<file path="config.mk">
export PLATFORM = sky130hd
export DESIGN_NAME = indirect_addr_unit
export DESIGN_NICKNAME = d
export VERILOG_FILES = /design/src/rtl/iru_pkg.sv /design/src/rtl/iru_addr_gen.sv /design/src/rtl/iru_access_ctl.sv /design/src/rtl/iru_ptr_reg.sv /design/src/rtl/indirect_addr_unit.sv
export SDC_FILE = /design/constraint.sdc
export NUM_CORES = 1
export LEC_CHECK = 0
export BUFFER_PORTS_ARGS = -buffer_cell sky130_fd_sc_hd__buf_2
export CAP_MARGIN = 10
export CORE_UTILIZATION = 37
export DETAILED_ROUTE_END_ITERATION = 8
export HOLD_SLACK_MARGIN = 0.12
export PLACE_DENSITY = 0.76
export SYNTH_ARGS = -nofsm -noshare
export SYNTH_HDL_FRONTEND = slang
export SYNTH_HIERARCHICAL = 1
export SYNTH_SLANG_ARGS = --single-unit
</file>
<file path="constraint.sdc">
create_clock -name clk -period 3.43 [get_ports clk]
set_clock_uncertainty 0.2 [all_clocks]
set_input_delay 0.686 -clock clk [delete_from_list [all_inputs] [get_ports clk]]
set_output_delay 0.686 -clock clk [all_outputs]
set_load 0.1 [all_outputs]
</file>
<file path="src/rtl/iru_pkg.sv">
package iru_pkg;
  typedef enum logic [1:0] {
    TGT_RAM  = 2'd0,
    TGT_PTR  = 2'd1,
    TGT_NULL = 2'd2
  } tgt_e;
endpackage

</file>
<file path="src/rtl/iru_addr_gen.sv">
module iru_addr_gen import iru_pkg::*; #(
  parameter int DIR_W    = 7,
  parameter int DATA_W   = 8,
  parameter int BANK_W   = 2,
  parameter bit IRP_EN   = 1'b0,
  parameter int VOID_LOC = 0,
  parameter int PTR_LOC  = 4
) (
  input  logic [DIR_W-1:0]  dir_addr,
  input  logic [BANK_W-1:0] bank_sel,
  input  logic              irp,
  input  logic [DATA_W-1:0] ptr,
  output logic [DATA_W:0]   eff_addr,
  output logic              via_ptr,
  output tgt_e              tgt
);
  localparam int EFF_W = DATA_W + 1;

  function automatic logic [EFF_W-1:0] direct_ea(input logic [BANK_W-1:0] b,
                                                 input logic [DIR_W-1:0] d);
    logic [EFF_W-1:0] r;
    r = '0;
    r[DIR_W-1:0] = d;
    r[EFF_W-1 -: BANK_W] = b;
    return r;
  endfunction

  function automatic logic [EFF_W-1:0] pointer_ea(input logic x,
                                                  input logic [DATA_W-1:0] p);
    return {x & IRP_EN, p};
  endfunction

  assign via_ptr  = (dir_addr == DIR_W'(VOID_LOC));
  assign eff_addr = via_ptr ? pointer_ea(irp, ptr) : direct_ea(bank_sel, dir_addr);

  always_comb begin
    if (via_ptr && ptr[DIR_W-1:0] == DIR_W'(VOID_LOC))
      tgt = TGT_NULL;
    else if (eff_addr[DIR_W-1:0] == DIR_W'(PTR_LOC))
      tgt = TGT_PTR;
    else
      tgt = TGT_RAM;
  end
endmodule

</file>
<file path="src/rtl/iru_access_ctl.sv">
module iru_access_ctl import iru_pkg::*; #(
  parameter int DATA_W = 8
) (
  input  logic              rst_n,
  input  logic              rd_en,
  input  logic              wr_en,
  input  tgt_e              tgt,
  input  logic [DATA_W-1:0] ptr,
  output logic              ram_we,
  output logic              ptr_we,
  output logic              ovr_valid,
  output logic [DATA_W-1:0] ovr_data
);
  logic wr_live;
  assign wr_live   = wr_en & rst_n;
  assign ram_we    = wr_live & (tgt == TGT_RAM);
  assign ptr_we    = wr_live & (tgt == TGT_PTR);
  assign ovr_valid = rd_en & (tgt != TGT_RAM);
  assign ovr_data  = (tgt == TGT_PTR) ? ptr : '0;
endmodule

</file>
<file path="src/rtl/iru_ptr_reg.sv">
module iru_ptr_reg #(
  parameter int DATA_W = 8
) (
  input  logic              clk,
  input  logic              load,
  input  logic [DATA_W-1:0] din,
  output logic [DATA_W-1:0] q
);
  always_ff @(posedge clk) begin
    if (load) q <= din;
  end
endmodule

</file>
<file path="src/rtl/indirect_addr_unit.sv">
module indirect_addr_unit import iru_pkg::*; #(
  parameter int DIR_W    = 7,
  parameter int DATA_W   = 8,
  parameter int BANK_W   = 2,
  parameter bit IRP_EN   = 1'b0,
  parameter int VOID_LOC = 0,
  parameter int PTR_LOC  = 4
) (
  input  logic              clk,
  input  logic              rst_n,
  input  logic [DIR_W-1:0]  dir_addr,
  input  logic [BANK_W-1:0] bank_sel,
  input  logic              irp,
  input  logic              rd_en,
  input  logic              wr_en,
  input  logic [DATA_W-1:0] wr_data,
  output logic [DATA_W:0]   ram_addr,
  output logic              ram_we,
  output logic              rd_ovr_valid,
  output logic [DATA_W-1:0] rd_ovr_data
);
  logic [DATA_W-1:0] fsr_q;
  logic              ptr_we;
  logic              via_ptr;
  tgt_e              tgt;

  iru_addr_gen #(
    .DIR_W(DIR_W), .DATA_W(DATA_W), .BANK_W(BANK_W),
    .IRP_EN(IRP_EN), .VOID_LOC(VOID_LOC), .PTR_LOC(PTR_LOC)
  ) u_agen (
    .dir_addr(dir_addr), .bank_sel(bank_sel), .irp(irp), .ptr(fsr_q),
    .eff_addr(ram_addr), .via_ptr(via_ptr), .tgt(tgt)
  );

  iru_access_ctl #(.DATA_W(DATA_W)) u_ctl (
    .rst_n(rst_n), .rd_en(rd_en), .wr_en(wr_en), .tgt(tgt), .ptr(fsr_q),
    .ram_we(ram_we), .ptr_we(ptr_we),
    .ovr_valid(rd_ovr_valid), .ovr_data(rd_ovr_data)
  );

  iru_ptr_reg #(.DATA_W(DATA_W)) u_ptr (
    .clk(clk), .load(ptr_we), .din(wr_data), .q(fsr_q)
  );
endmodule

</file>
==> results.tsv <==
stage	metric	value	unit
status	run status	finished, final reports clean	
placed_design	worst slack at placement	0.1633	ns
critical_path	worst reg2reg endpoint	u_ptr/q[5]	
critical_path	Max FO, Critical Path	5	
clocking	CTS H-tree depth	1	
detailed_routing	DR vias	491	
clocking	post-CTS setup buffer count	0	
power	Clk pwr share	24.0	%
synthesis	Cell Area, Synth	523.0	µm²
final_layout	Largest register FFs	8	
clocking	clock root buffer	clkbuf_4	
sta	RSZ-0062 raised after global routing	no	
critical_path	crit path kind	in -> out	
power	Power per Cell Area	268.7	nW/µm²
floorplan	site row count	13	
detailed_routing	drt drc	0	
clocking	Post-CTS Resized	0	
sta	smallest hold slack	0.4164	ns
hold_path	Hold Crit Start	wr_data[0]	
detailed_routing	First-pass DRT Iterations	4	
critical_path	worst path bufs/invs	3	
clocking	hold_buf cts	0	
final_layout	fill count	92	
placed_design	Placed Instance Area	984.7	µm²
placed_design	HPWL after DPL	1.225	mm
synthesis	top cell type's share of synthesized area	45.93	%
detailed_routing	initial DRC count	5	
critical_path	Critical Path Start	dir_addr[0]	
synthesis	syn avg cell area	13.41	µm²
floorplan	Die Y	39.60	µm
clocking	Clock Path Buffers	2	
final_layout	layout cells sized above 1	76.83	%
critical_path	Worst path max stage delay	0.55	ns
global_routing	Overflow after GRT	0	
power	leakage dissipation	0.4674	nW
power	Flop pwr share	39.9	%
synthesis	Synth Net Count	61	
clocking	Clock Sinks	8	
final_layout	ant diodes	0	
clocking	CTS tree	yes	
placed_design	PortBufs	39	
floorplan	num ports	41	
floorplan	die area	1568	µm²
detailed_routing	total routed wirelength	1.436	mm
critical_path	CP Data Arrival Time	2.37	ns
sta	Relative slew margins	67.90	%
power	internal power	0.1815	mW
sta	setup violators final	0	
clocking	Clock Latency Late Sink	0.24	ns
critical_path	family with the most delay on the worst path	simple AND/OR/NAND/NOR gates	
final_layout	top flop regs	u_ptr/q x8	
detailed_routing	Antenna Violating Nets Remaining	0	
sta	Fin Setup TNS	0	ns
critical_path	r2r setup slk	1.17	ns
sta	Final WS setup	0.1729	ns
global_routing	largest net degree at the start of global routing	12	
floorplan	Die Wd	39.60	µm
floorplan	Core Footprint	1301	µm²
hold_path	Hold EP	u_ptr/q[0]	
final_layout	Layout Utilization	77.40	%
sta	achievable frequency	307.0	MHz
final_layout	Most flops, register	u_ptr/q	
hold_path	Hold/Removal Path Class	in -> reg	
synthesis	Yosys reg bits	8	
critical_path	reg2reg path depth	5	
critical_path	reg2reg start	u_ptr/q[3]	
global_routing	initial antenna violation count	0	
final_layout	Final Non-Filler Cells	97	
synthesis	Area contributors post-synth	edfxtp_1 46%, a21o_2 10%, and3b_2 9.6%, and3b_1 5.0%, nor4_4 4.1%	
critical_path	Worst Path Required	2.54	ns
power	Power Total	0.2706	mW
synthesis	synth warn	6	
critical_path	critical path's slowest cell	or4_4	
power	worst ir drop on vdd	0.2824	mV
sta	final hold viol count	0	
detailed_routing	Avg Vias per Cell	5.062	
critical_path	critical path endpoint category	output port	
final_layout	Final Cell Area	1007	µm²
sta	Tightest Pin Transition	0.4848	ns
sta	minimum clock period	3.257	ns
sta	final period utilization	94.96	%
power	Sw Pwr	0.08914	mW
placed_design	cell total after placement	94	
clocking	CTS Buf Count	3	
final_layout	P&R area growth vs syn	92.58	%
flow_run	max cap viols	0	
global_routing	global-route wire length before repair	2.111	mm
placed_design	GPL Wtd Cong	0.7276	
synthesis	distinct cell type count after synthesis	20	
power	Sw Share	32.94	%
power	combinational share of power	36.0	%
critical_path	startpoint types	input pin	
clocking	Reg clk slew, reported paths	0.05	ns
synthesis	Seq/Total Area, Yosys	45.93	%
sta	fin. max-slew vios	0	
final_layout	fin nets	106	
detailed_routing	DR WL/cell	14.80	µm
floorplan	Initial Util	40.19	%
synthesis	Syn Inst Count	39	
global_routing	vias in the first global route	484	
critical_path	worst-path cell chain	buf_2 -> or4_4 -> nor3_1 -> nor2b_1 -> buf_4 -> and3b_1 -> buf_12	
global_routing	GRT Resource Usage Total	20.95	%
synthesis	post-synth top area cell	edfxtp_1	
hold_path	worst hold stages	1	
==> kinds of logic after synthesis <==
| kind of cell | count (synthesis) | synth area share [%] |
|---|---|---|
| DFF | 8 | 45.93 |
| muxes | 1 | 2.870 |
| AOI/OAI and AO/OA | 10 | 15.55 |
| buffers and inverters | 2 | 3.109 |
| and+or+nand+nor | 18 | 32.54 |
==> routing by layer <==
layer  GRT usage (%)  wire length (µm)  share of wire, %  up-vias
met4           10.34                 0                 0        0
met1           23.59               580                40      226
met2           36.89               803                56       19
met5               0                 0                 0        -
li1                -                 -                 -      246
met3           3.977                52               3.6        0
==> how the worst max path moves through the flow <==
stage                     endpoint  slack, ns  cells after the start
global route        rd_ovr_data[3]       0.02                      7
floorplan           rd_ovr_data[2]       0.04                      5
detailed placement  rd_ovr_data[3]       0.16                      7
global placement            ram_we       0.22                      6
CTS                 rd_ovr_data[3]       0.16                      7
finish              rd_ovr_data[3]       0.17                      7
==> power groups by stage <==
stage	registers (mW)	logic, mW	clock network (mW)
5_1_grt	0.108	0.0999	0.0716
3_5_place_dp	0.110	0.0975	0
4_1_cts	0.108	0.0980	0.0688
6_report	0.108	0.0975	0.0650
2_1_floorplan	0.110	0.0588	0
3_3_place_gp	0.110	0.0964	0
==> Yosys cell counts <==
cell,n
edfxtp_1,8
a21o_2,6
and3b_2,5
and3b_1,3
nor3_1,2
a21o_1,1
a31oi_1,1
and2b_2,1
and3_2,1
and4b_1,1
and4bb_2,1
buf_2,1
buf_6,1
mux2_4,1
nor2b_1,1
nor4_1,1
nor4_4,1
o21a_1,1
o21bai_1,1
or4_4,1
==> cell type report <==
class	instances	area [µm²]	area share, %
flip-flops and latches	8	240.2	23.85
clock buffers	3	22.52	2.236
multi-input cells	29	267.8	26.58
well taps	15	18.77	1.863
repair buffers	42	457.9	45.47
==> worst reg2reg max path, delay by kind of cell (launching register included) <==
kind	cells	cell delay [ns]
flops	1	0.41
buf+inv	1	0.17
simple gates	3	1.01
compound gates	1	0.13
==> cells in the final DEF, fill, tap and decap left out <==
cell / netlist / routed
and3b_1: 3 / 3
and4b_1: 1 / 1
nor2b_1: 1 / 1
a31oi_1: 1 / 1
edfxtp_1: 8 / 8
or4_4: 1 / 1
nor4_4: 1 / 1
a21o_2: 6 / 6
and3b_2: 5 / 5
buf_4: 0 / 3
a21o_1: 1 / 1
clkbuf_4: 0 / 3
nor4_1: 1 / 1
buf_12: 0 / 16
o21a_2: 0 / 1
and4bb_2: 1 / 1
o21bai_1: 1 / 1
and2b_2: 1 / 1
and3_2: 1 / 1
buf_2: 1 / 23
mux2_4: 1 / 1
nor3_1: 2 / 2
Note: power is estimated with default switching activity, not from simulation.
